### src/rtl/tlb_prot_pkg.sv
package tlb_prot_pkg;

    // Cause reported with a refused translation; the order also sets priority
    typedef enum logic [1:0] {
        FLT_NONE   = 2'd0,
        FLT_ABSENT = 2'd1,
        FLT_PRIV   = 2'd2,
        FLT_WPROT  = 2'd3
    } fault_e;

endpackage

### src/rtl/tlb_prot_cam.sv
// Parallel comparison of one key against every slot tag.
module tlb_prot_cam #(
    parameter int N     = 16,
    parameter int VPN_W = 20,
    parameter int PID_W = 8,
    localparam int IDX_W = (N > 1) ? $clog2(N) : 1
) (
    input  logic [VPN_W-1:0] key_vpn,
    input  logic [PID_W-1:0] key_pid,
    input  logic [VPN_W-1:0] ent_vpn [N],
    input  logic [PID_W-1:0] ent_pid [N],
    input  logic [N-1:0]     ent_valid,
    output logic [N-1:0]     match,
    output logic             any,
    output logic [IDX_W-1:0] idx
);

    for (genvar g = 0; g < N; g++) begin : g_cmp
        assign match[g] = ent_valid[g] && (ent_vpn[g] == key_vpn) && (ent_pid[g] == key_pid);
    end

    assign any = |match;

    always_comb begin
        idx = '0;
        for (int i = 0; i < N; i++) begin
            if (match[i]) idx = IDX_W'(i);
        end
    end

endmodule

### src/rtl/tlb_prot_victim.sv
// Picks the slot that a refill writes.
module tlb_prot_victim #(
    parameter int N = 16,
    localparam int IDX_W = (N > 1) ? $clog2(N) : 1
) (
    input  logic [N-1:0]     valid,
    input  logic [IDX_W-1:0] ptr,
    input  logic             same_any,
    input  logic [IDX_W-1:0] same_idx,
    output logic [IDX_W-1:0] vic_idx,
    output logic             vic_from_ptr
);

    logic             free_any;
    logic [IDX_W-1:0] free_idx;

    always_comb begin
        free_idx = '0;
        for (int i = N - 1; i >= 0; i--) begin
            if (!valid[i]) free_idx = IDX_W'(i);
        end
    end

    assign free_any = ~&valid;

    always_comb begin
        if (same_any) begin
            vic_idx      = same_idx;
            vic_from_ptr = 1'b0;
        end else if (free_any) begin
            vic_idx      = free_idx;
            vic_from_ptr = 1'b0;
        end else begin
            vic_idx      = ptr;
            vic_from_ptr = 1'b1;
        end
    end

endmodule

### src/rtl/tlb_prot.sv
module tlb_prot
    import tlb_prot_pkg::*;
#(
    parameter int N     = 16,
    parameter int VPN_W = 20,
    parameter int PID_W = 8,
    parameter int PPN_W = 16
) (
    input  logic             clk,
    input  logic             rst_n,
    input  logic             lk_req,
    input  logic [VPN_W-1:0] lk_vpn,
    input  logic [PID_W-1:0] lk_pid,
    input  logic             lk_write,
    input  logic             lk_user,
    input  logic             fill_en,
    input  logic [VPN_W-1:0] fill_vpn,
    input  logic [PID_W-1:0] fill_pid,
    input  logic [PPN_W-1:0] fill_ppn,
    input  logic             fill_present,
    input  logic             fill_ro,
    input  logic             fill_priv,
    input  logic             flush_all,
    input  logic             flush_pid_en,
    input  logic [PID_W-1:0] flush_pid,
    output logic             rsp_valid,
    output logic             rsp_hit,
    output logic             rsp_miss,
    output logic             rsp_fault,
    output logic [1:0]       rsp_fault_kind,
    output logic [PPN_W-1:0] rsp_ppn,
    output logic             rsp_was_ref,
    output logic             rsp_was_mod
);

    localparam int IDX_W = (N > 1) ? $clog2(N) : 1;
    localparam logic [IDX_W-1:0] LAST = IDX_W'(N - 1);

    typedef struct packed {
        logic             valid;
        logic [VPN_W-1:0] vpn;
        logic [PID_W-1:0] pid;
        logic [PPN_W-1:0] ppn;
        logic             present;
        logic             ro;
        logic             priv;
        logic             refd;
        logic             modd;
    } slot_t;

    typedef struct packed {
        slot_t [N-1:0]    slot;
        logic [IDX_W-1:0] ptr;
        logic             rv;
        logic             hit;
        logic             miss;
        logic             fault;
        fault_e           kind;
        logic [PPN_W-1:0] ppn;
        logic             was_ref;
        logic             was_mod;
    } state_t;

    state_t s_d, s_q;

    logic [VPN_W-1:0] ent_vpn [N];
    logic [PID_W-1:0] ent_pid [N];
    logic [N-1:0]     valid_vec;

    for (genvar g = 0; g < N; g++) begin : g_view
        assign ent_vpn[g]   = s_q.slot[g].vpn;
        assign ent_pid[g]   = s_q.slot[g].pid;
        assign valid_vec[g] = s_q.slot[g].valid;
    end

    logic [N-1:0]     lk_match, fill_match;
    logic             lk_any, fill_any;
    logic [IDX_W-1:0] lk_idx, fill_idx;
    logic [IDX_W-1:0] vic_idx;
    logic             vic_from_ptr;

    tlb_prot_cam #(.N(N), .VPN_W(VPN_W), .PID_W(PID_W)) u_cam_lk (
        .key_vpn  (lk_vpn),
        .key_pid  (lk_pid),
        .ent_vpn  (ent_vpn),
        .ent_pid  (ent_pid),
        .ent_valid(valid_vec),
        .match    (lk_match),
        .any      (lk_any),
        .idx      (lk_idx)
    );

    tlb_prot_cam #(.N(N), .VPN_W(VPN_W), .PID_W(PID_W)) u_cam_fill (
        .key_vpn  (fill_vpn),
        .key_pid  (fill_pid),
        .ent_vpn  (ent_vpn),
        .ent_pid  (ent_pid),
        .ent_valid(valid_vec),
        .match    (fill_match),
        .any      (fill_any),
        .idx      (fill_idx)
    );

    tlb_prot_victim #(.N(N)) u_victim (
        .valid       (valid_vec),
        .ptr         (s_q.ptr),
        .same_any    (fill_any),
        .same_idx    (fill_idx),
        .vic_idx     (vic_idx),
        .vic_from_ptr(vic_from_ptr)
    );

    always_comb begin
        s_d = s_q;

        // Lookup, judged against the registered contents
        s_d.rv      = lk_req;
        s_d.hit     = 1'b0;
        s_d.miss    = 1'b0;
        s_d.fault   = 1'b0;
        s_d.kind    = FLT_NONE;
        s_d.ppn     = '0;
        s_d.was_ref = 1'b0;
        s_d.was_mod = 1'b0;
        if (lk_req) begin
            if (!lk_any) begin
                s_d.miss = 1'b1;
            end else if (!s_q.slot[lk_idx].present) begin
                s_d.fault = 1'b1;
                s_d.kind  = FLT_ABSENT;
            end else if (lk_user && s_q.slot[lk_idx].priv) begin
                s_d.fault = 1'b1;
                s_d.kind  = FLT_PRIV;
            end else if (lk_write && s_q.slot[lk_idx].ro) begin
                s_d.fault = 1'b1;
                s_d.kind  = FLT_WPROT;
            end else begin
                s_d.hit                 = 1'b1;
                s_d.ppn                 = s_q.slot[lk_idx].ppn;
                s_d.was_ref             = s_q.slot[lk_idx].refd;
                s_d.was_mod             = s_q.slot[lk_idx].modd;
                s_d.slot[lk_idx].refd   = 1'b1;
                if (lk_write) s_d.slot[lk_idx].modd = 1'b1;
            end
        end

        // Refill overrides the status update of the same slot
        if (fill_en) begin
            s_d.slot[vic_idx].valid   = 1'b1;
            s_d.slot[vic_idx].vpn     = fill_vpn;
            s_d.slot[vic_idx].pid     = fill_pid;
            s_d.slot[vic_idx].ppn     = fill_ppn;
            s_d.slot[vic_idx].present = fill_present;
            s_d.slot[vic_idx].ro      = fill_ro;
            s_d.slot[vic_idx].priv    = fill_priv;
            s_d.slot[vic_idx].refd    = 1'b0;
            s_d.slot[vic_idx].modd    = 1'b0;
            if (vic_from_ptr) begin
                s_d.ptr = (s_q.ptr == LAST) ? '0 : s_q.ptr + 1'b1;
            end
        end

        // Flushes act last so they also remove a same-cycle refill
        for (int i = 0; i < N; i++) begin
            if (flush_all || (flush_pid_en && (s_d.slot[i].pid == flush_pid))) begin
                s_d.slot[i].valid = 1'b0;
            end
        end
    end

    always_ff @(posedge clk or negedge rst_n) begin
        if (!rst_n) begin
            s_q <= '0;
        end else begin
            s_q <= s_d;
        end
    end

    assign rsp_valid      = s_q.rv;
    assign rsp_hit        = s_q.hit;
    assign rsp_miss       = s_q.miss;
    assign rsp_fault      = s_q.fault;
    assign rsp_fault_kind = s_q.kind;
    assign rsp_ppn        = s_q.ppn;
    assign rsp_was_ref    = s_q.was_ref;
    assign rsp_was_mod    = s_q.was_mod;

endmodule

### config.mk
export PLATFORM = sky130hd
export DESIGN_NAME = tlb_prot
export DESIGN_NICKNAME = d
export VERILOG_FILES = /design/src/rtl/tlb_prot_pkg.sv /design/src/rtl/tlb_prot_cam.sv /design/src/rtl/tlb_prot_victim.sv /design/src/rtl/tlb_prot.sv
export SDC_FILE = /design/constraint.sdc
export NUM_CORES = 2
export LEC_CHECK = 0
export BUFFER_PORTS_ARGS = -buffer_cell sky130_fd_sc_hd__clkbuf_2
export CAP_MARGIN = 20
export CELL_PAD_IN_SITES_DETAIL_PLACEMENT = 0
export CELL_PAD_IN_SITES_GLOBAL_PLACEMENT = 2
export CORE_MARGIN = 10
export CORE_UTILIZATION = 25
export CTS_BUF_LIST = sky130_fd_sc_hd__clkbuf_4 sky130_fd_sc_hd__clkbuf_8 sky130_fd_sc_hd__clkbuf_16
export CTS_CLUSTER_DIAMETER = 50
export DETAILED_ROUTE_END_ITERATION = 12
export HOLD_SLACK_MARGIN = 0.02
export PLACE_DENSITY_LB_ADDON = 0.1
export SYNTH_ARGS = -nofsm -noshare
export SYNTH_HDL_FRONTEND = slang
export SYNTH_SLANG_ARGS = --single-unit
### constraint.sdc
create_clock -name clk -period 3.5 [get_ports clk]
set_input_delay 0.7 -clock clk [delete_from_list [all_inputs] [get_ports clk]]
set_output_delay 0.7 -clock clk [all_outputs]
set_load 0.01 [all_outputs]
# == Word-level counts from Yosys, hierarchy flattened ==
# Index checks and enable logic that the tools add are counted.
# op_classes
n_addsub,1
n_mul,0
div_mod_pow,0
n_lt_le_gt_ge,4
n_eq_ne,81
shifts,0
muxes,123
bitwise,0
n_reduce_logical,104
# ops
operator,count
bitwise mux 800 bit,11
two-way mux 800 bit,6
demux 50 bit (select 4 bit),11
two-way mux 804 bit,1
== test 20 bit,32
== test 8 bit,48
binary-select mux 50 bit (select 4 bit),1
two-way mux 4 bit,37
logical AND 1 bit,84
two-way mux 21 bit,3
two-way mux 18 bit,3
two-way mux 50 bit,1
two-way mux 49 bit,1
two-way mux 3 bit,12
OR reduction 16 bit,2
two-way mux 29 bit,1
two-way mux 1 bit,27
two-way mux 23 bit,1
logical OR 1 bit,16
AND reduction 16 bit,1
two-way mux 2 bit,6
less-than comparator 4 x 5 -> 1 bit (second input constant),2
>= comparator 4 x 1 -> 1 bit (second input constant),2
two-way mux 5 bit,1
3 further kinds,3
# word_totals
regBits,828
latch_bits,0
ram_bits,0
rom_bits,0
in_bits,91
output_inout_bits,24
memories,0

# == Logic depth before layout (Yosys ltp) ==
# depth
ltp_word,44
ltp_mapped,17
mapped_depth_nobuf,12

# == Hierarchy ==
# From an unflattened synthesis, not the netlist that was laid out.
# unflattened
hier_cells,5066
hier_area_um2,47893.4
# by_module_without_submodules
module,instances,cells_per_inst,area_each_um2
tlb_prot,1,3637,36125.9
tlb_prot_cam,2,695,5751.8
tlb_prot_victim,1,39,264.0

# == Worst setup path before layout ==
# Ideal clock, no wire load.
# synth_timing
kind,input to register
from,input port fill_vpn[10]
to,"register s_q, in the netlist ent_vpn[120]"
setup_time_ps,125
t_arrival_ps,3933
required_ps,3375
path_slack_ps,-558
stages,15
path_buffers,5
path_cell_list,clkbuf_1 -> buf_2 -> xor2_1 -> nand3b_1 -> nor4_1 -> nand4_1 -> a211oi_1 -> a311oi_1 -> nor4_1 -> a21oi_1 -> buf_2 -> nor2_1 -> buf_2 -> buf_2 -> mux2_2
# synth_between
elab_chain_cells,32
elab_cells_between_ends,88
# synth_lines
item,line,rtl
from (decl),tlb_prot.sv:17,"input logic [VPN_W-1:0] fill_vpn,"
== test 20 bit,tlb_prot_cam.sv:19,assign match[g] = ent_valid[g] && (ent_vpn[g] == key_vpn) && (ent_pid[g] == key_pid);
logical AND 1 bit (2 in a row),tlb_prot_cam.sv:19,
two-way mux 1 bit,tlb_prot_cam.sv:27,if (match[i]) idx = IDX_W'(i);
two-way mux 2 bit (2 in a row),tlb_prot_cam.sv:27,
two-way mux 3 bit (4 in a row),tlb_prot_cam.sv:27,
two-way mux 4 bit (8 in a row),tlb_prot_cam.sv:27,
two-way mux 4 bit *,tlb_prot_victim.sv:27,if (same_any) begin
less-than comparator 4 x 5 -> 1 bit (not written as such) or >= comparator 4 x 1 -> 1 bit (tied branches),tlb_prot.sv:150,s_d.slot[vic_idx].vpn = fill_vpn;
[... 4 more ...],-,
bitwise mux 800 bit,tlb_prot.sv:151,s_d.slot[vic_idx].pid = fill_pid;
bitwise mux 800 bit,tlb_prot.sv:152,s_d.slot[vic_idx].ppn = fill_ppn;
bitwise mux 800 bit,tlb_prot.sv:153,s_d.slot[vic_idx].present = fill_present;
bitwise mux 800 bit,tlb_prot.sv:154,s_d.slot[vic_idx].ro = fill_ro;
bitwise mux 800 bit,tlb_prot.sv:155,s_d.slot[vic_idx].priv = fill_priv;
bitwise mux 800 bit,tlb_prot.sv:156,s_d.slot[vic_idx].refd = 1'b0;
bitwise mux 800 bit *,tlb_prot.sv:157,s_d.slot[vic_idx].modd = 1'b0;
two-way mux 804 bit *,tlb_prot.sv:148,if (fill_en) begin
to (signal assigned),tlb_prot.sv:173,s_q <= '0;
to (signal assigned),tlb_prot.sv:175,s_q <= s_d;
to (decl),tlb_prot.sv:64,"state_t s_d, s_q;"
# Mark *: on every way between the ends. The rest lies on a longest branch, timed or not.
# A chain may end at the register's enable or synchronous reset.

==> reports/results.txt <==
Initial drt markers: 3161
Rows: 164
Failing checks: setup timing
CTS tree: done
First-pass GRT wire length: 390 mm
Status: finished with violations
Hold Startpoint: lk_req
Clock Skew: 59.7 ps
CP peak stage delay: 570 ps
Avg WL per Cell: 31.7 um
Maximum vdd ir drop: 0.533 mV
WHS: 146 ps
Worst path slowest cell: or4_1
Crit path max fanout: 5
Worst-Skew Late Latency: 830 ps
Final worst slack: -781 ps
Most used cell, CP: buf_4
Crit Path Class: flip-flop to flip-flop
Share of the yosys chip area belonging to registers: 41.4%
Worst setup startpoint: ent_vpn[123]
Synth Cell Area: 50100 um^2
Clock sinks: 828
Initial antenna violation count: 8
WL final: 291 mm
Synth Flop Type: dfrtp_1
R2r endpoint: rsp_ppn[8]
Final instance area: 79400 um^2
F_max: 234 MHz
GR Overflow Total: 0
WP data required: 4180 ps
Worst-Margin Slew: 1090 ps
Root Driver: clkbuf_16
Reg2Reg Setup Slack: -780 ps
Largest net degree at the start of global routing: 93
Post-synth EDFFs: 0
Pwr dens: 416 nW/um^2
Post-synth net total: 4794
Die Y: 468 um
Final Net Count: 6475
Area Overhead vs Synth: 58.6%
Hold Crit Class: primary input to flip-flop
Slew HR: 27.3%
Worst setup EP type: flip-flop
Die ar.: 219000 um^2
Setup-failing EPs final: 823
Asr flop ratio synth: 100%
Chip width: 468 um
Num CTS Buffers: 156
Worst r2r src: ent_vpn[123]
Fillers: 19539
Worst-path cell chain: xor2_1 -> or4_1 -> nor4_4 -> buf_4 -> and2_2 -> o211ai_1 -> o311a_1 -> buf_4 -> a31oi_4 -> o211ai_1 -> a211o_4 -> o211ai_4 -> buf_4 -> buf_6 -> nor3_4
RSZ-0062 raised after global routing: yes
All-layer global routing usage: 25.3%
Max clock buf depth: 3
Final hold viol count: 0
Post-Syn Instances: 4702
Avg Cell Area, Syn: 10.7 um^2
CP top delay family: compound AO/OA/AOI/OAI gates
DR vias: 45405
Max-cap viol count: 0
GPL Wtd Cong: 0.952
Hold Path Cell Cnt: 1
Final period util: 122%
Final ANT Viol Nets: 0
Fin. max-slew vios: 0
Post-DP Area: 68600 um^2
Tmin final: 4280 ps
Initial Util: 25.1%
#FFs+latches synth: 828
Pleak: 35.9 nW
Via/cell ratio: 4.95
Worst-path clk slew: 50 ps
Critical Path AT: 4960 ps
Yosys cell types: 96
Startpoint types: flip-flop
Placed wire-length estimate: 216 mm
CTS H-tree depth: 4
Cells on worst reg2reg path: 15
Port bufs: 114
Layout cells sized above 1: 50.7%
Bufs and invs on worst path: 4
Synth warnings: 0
DRC viols: 0
Setup TNS: -362210 ps
Hold Crit Endpoint: rsp_valid
DR pass1 iterations: 6
Ports: 115
Vias in the first global route: 46884
Core area: 199000 um^2
## worst register-to-register path, cell delays in order, from the launching register on
cell	delay (ps)
dfrtp_2	470
xor2_1	180
or4_1	570
nor4_4	370
buf_4	190
and2_2	260
o211ai_1	200
o311a_1	230
buf_4	180
a31oi_4	200
o211ai_1	130
a211o_4	390
o211ai_4	410
buf_4	190
buf_6	130
nor3_4	40
## metal layers
layer,global-route usage [%],part of all wire (%)
met1,33.2,44
met2,43.0,48
met3,3.64,4.1
met4,7.62,3.5
met5,0,0.012
## cell usage after synthesis, types with 18 or more instances
library cell,instances,area [um^2]
a21oi_1,26,130
dfrtp_1,828,20700
nor3_1,64,320
and4_1,20,175
o22ai_1,87,544
clkbuf_1,158,593
nand2_1,209,785
nor3b_1,24,180
nor2_1,171,642
buf_4,29,218
inv_1,61,229
nor4_1,143,895
buf_2,149,746
o211ai_1,21,158
buf_1,18,67.6
o21ai_0,159,796
nand4_1,315,1970
or2_2,22,138
mux2_2,771,8680
xor2_1,259,2270
xnor2_1,711,6230
nand3_1,82,410
or4_1,27,203
nand2b_1,53,332
## how the worst max path moves through the flow
stage	endpoint	depth (start not counted)
6_report	rsp_ppn[8]	15
3_3_place_gp	s_q[579]	17
3_5_place_dp	s_q[579]	17
4_1_cts	s_q[177]	15
5_1_grt	rsp_ppn[8]	15
2_1_floorplan	rsp_was_ref	14
## cell type report
class / instances / area, um^2 / area share (%)
clock buffers: 196 / 4380 / 5.51
inverters: 64 / 249 / 0.313
well taps: 2656 / 3320 / 4.18
repair buffers: 1887 / 18300 / 23.0
multi-input cells: 3446 / 31200 / 39.3
diodes: 5 / 12.5 / 0.0158
clock inverters: 86 / 1230 / 1.54
flip-flops and latches: 828 / 20700 / 26.1
## power by group
part,switching [W],internal [W],total [W]
Combinational,0.00331,0.00306,0.00637
Clock,0.00607,0.0101,0.0162
Sequential,0.000435,0.0101,0.0105
Total,0.00982,0.0232,0.0331
## flip-flops by register name, summed over array words and instances (netlist names)
register        flops
s_q               356
ent_vpn           320
ent_pid           128
rsp_ppn            16
rsp_fault_kind      2
rsp_fault           1
rsp_hit             1
rsp_miss            1
rsp_valid           1
rsp_was_mod         1
rsp_was_ref         1
## what timing repair did
item | 4_1_cts | 5_1_grt
gates resized for setup | 182 | 471
endpoints found under the setup margin | 825 | 822
hold buffers | 1 | 0
endpoints found under the hold margin | 20 | 0
pin swaps | 66 | 89
gates cloned | 16 | 32
setup buffers | 55 | 100
## kinds of logic after synthesis
kind of cell    share of synthesized area [%]
simple gates                             14.0
xor+xnor                                 17.0
flops                                    41.4
mux                                      17.6
compound gates                           6.04
buf+inv                                  4.05
fa+ha+maj                              0.0250
## layout by cell type, fill, tap and decap left out, types with 16 or more instances in the layout
| master | synthesis | final |
|---|---|---|
| buf_4 | 29 | 1390 |
| dfrtp_1 | 828 | 819 |
| xnor2_1 | 711 | 627 |
| mux2_4 | 0 | 412 |
| mux2_2 | 771 | 359 |
| nand4_1 | 315 | 315 |
| xor2_1 | 259 | 258 |
| buf_12 | 1 | 239 |
| nand2_1 | 209 | 199 |
| clkbuf_16 | 0 | 184 |
| nor2_1 | 171 | 164 |
| o21ai_0 | 159 | 127 |
| nor4_1 | 143 | 108 |
| clkbuf_2 | 0 | 108 |
| o22ai_1 | 87 | 82 |
| xnor2_2 | 0 | 78 |
| nand3_1 | 82 | 73 |
| buf_6 | 13 | 70 |
| inv_1 | 61 | 57 |
| nor3_1 | 64 | 49 |
| nand2b_1 | 53 | 47 |
| nor4_2 | 3 | 28 |
| clkbuf_8 | 0 | 28 |
| buf_16 | 0 | 23 |
| o211ai_1 | 21 | 21 |
| or2_2 | 22 | 21 |
| o21ai_1 | 4 | 21 |
| buf_8 | 0 | 20 |
| a21oi_1 | 26 | 19 |
| nor3b_1 | 24 | 19 |
| or4_1 | 27 | 19 |
| nor3_4 | 9 | 17 |
| clkinv_2 | 0 | 17 |
| and4_1 | 20 | 16 |
## metrics by stage
step,setup WS [ps],total power [W],std cells,utilization [%]
final,-781,0.0331,9168,39.8
after CTS,-800,0.0331,9050,38.1
after detailed placement,-2070,0.0166,8699,34.4
after global routing,-867,0.0342,9166,39.8
after floorplan,-481,0.0131,4702,-
after global placement,-2100,0.0166,8699,34.4
No activity file was read; power rests on OpenSTA's default activity.
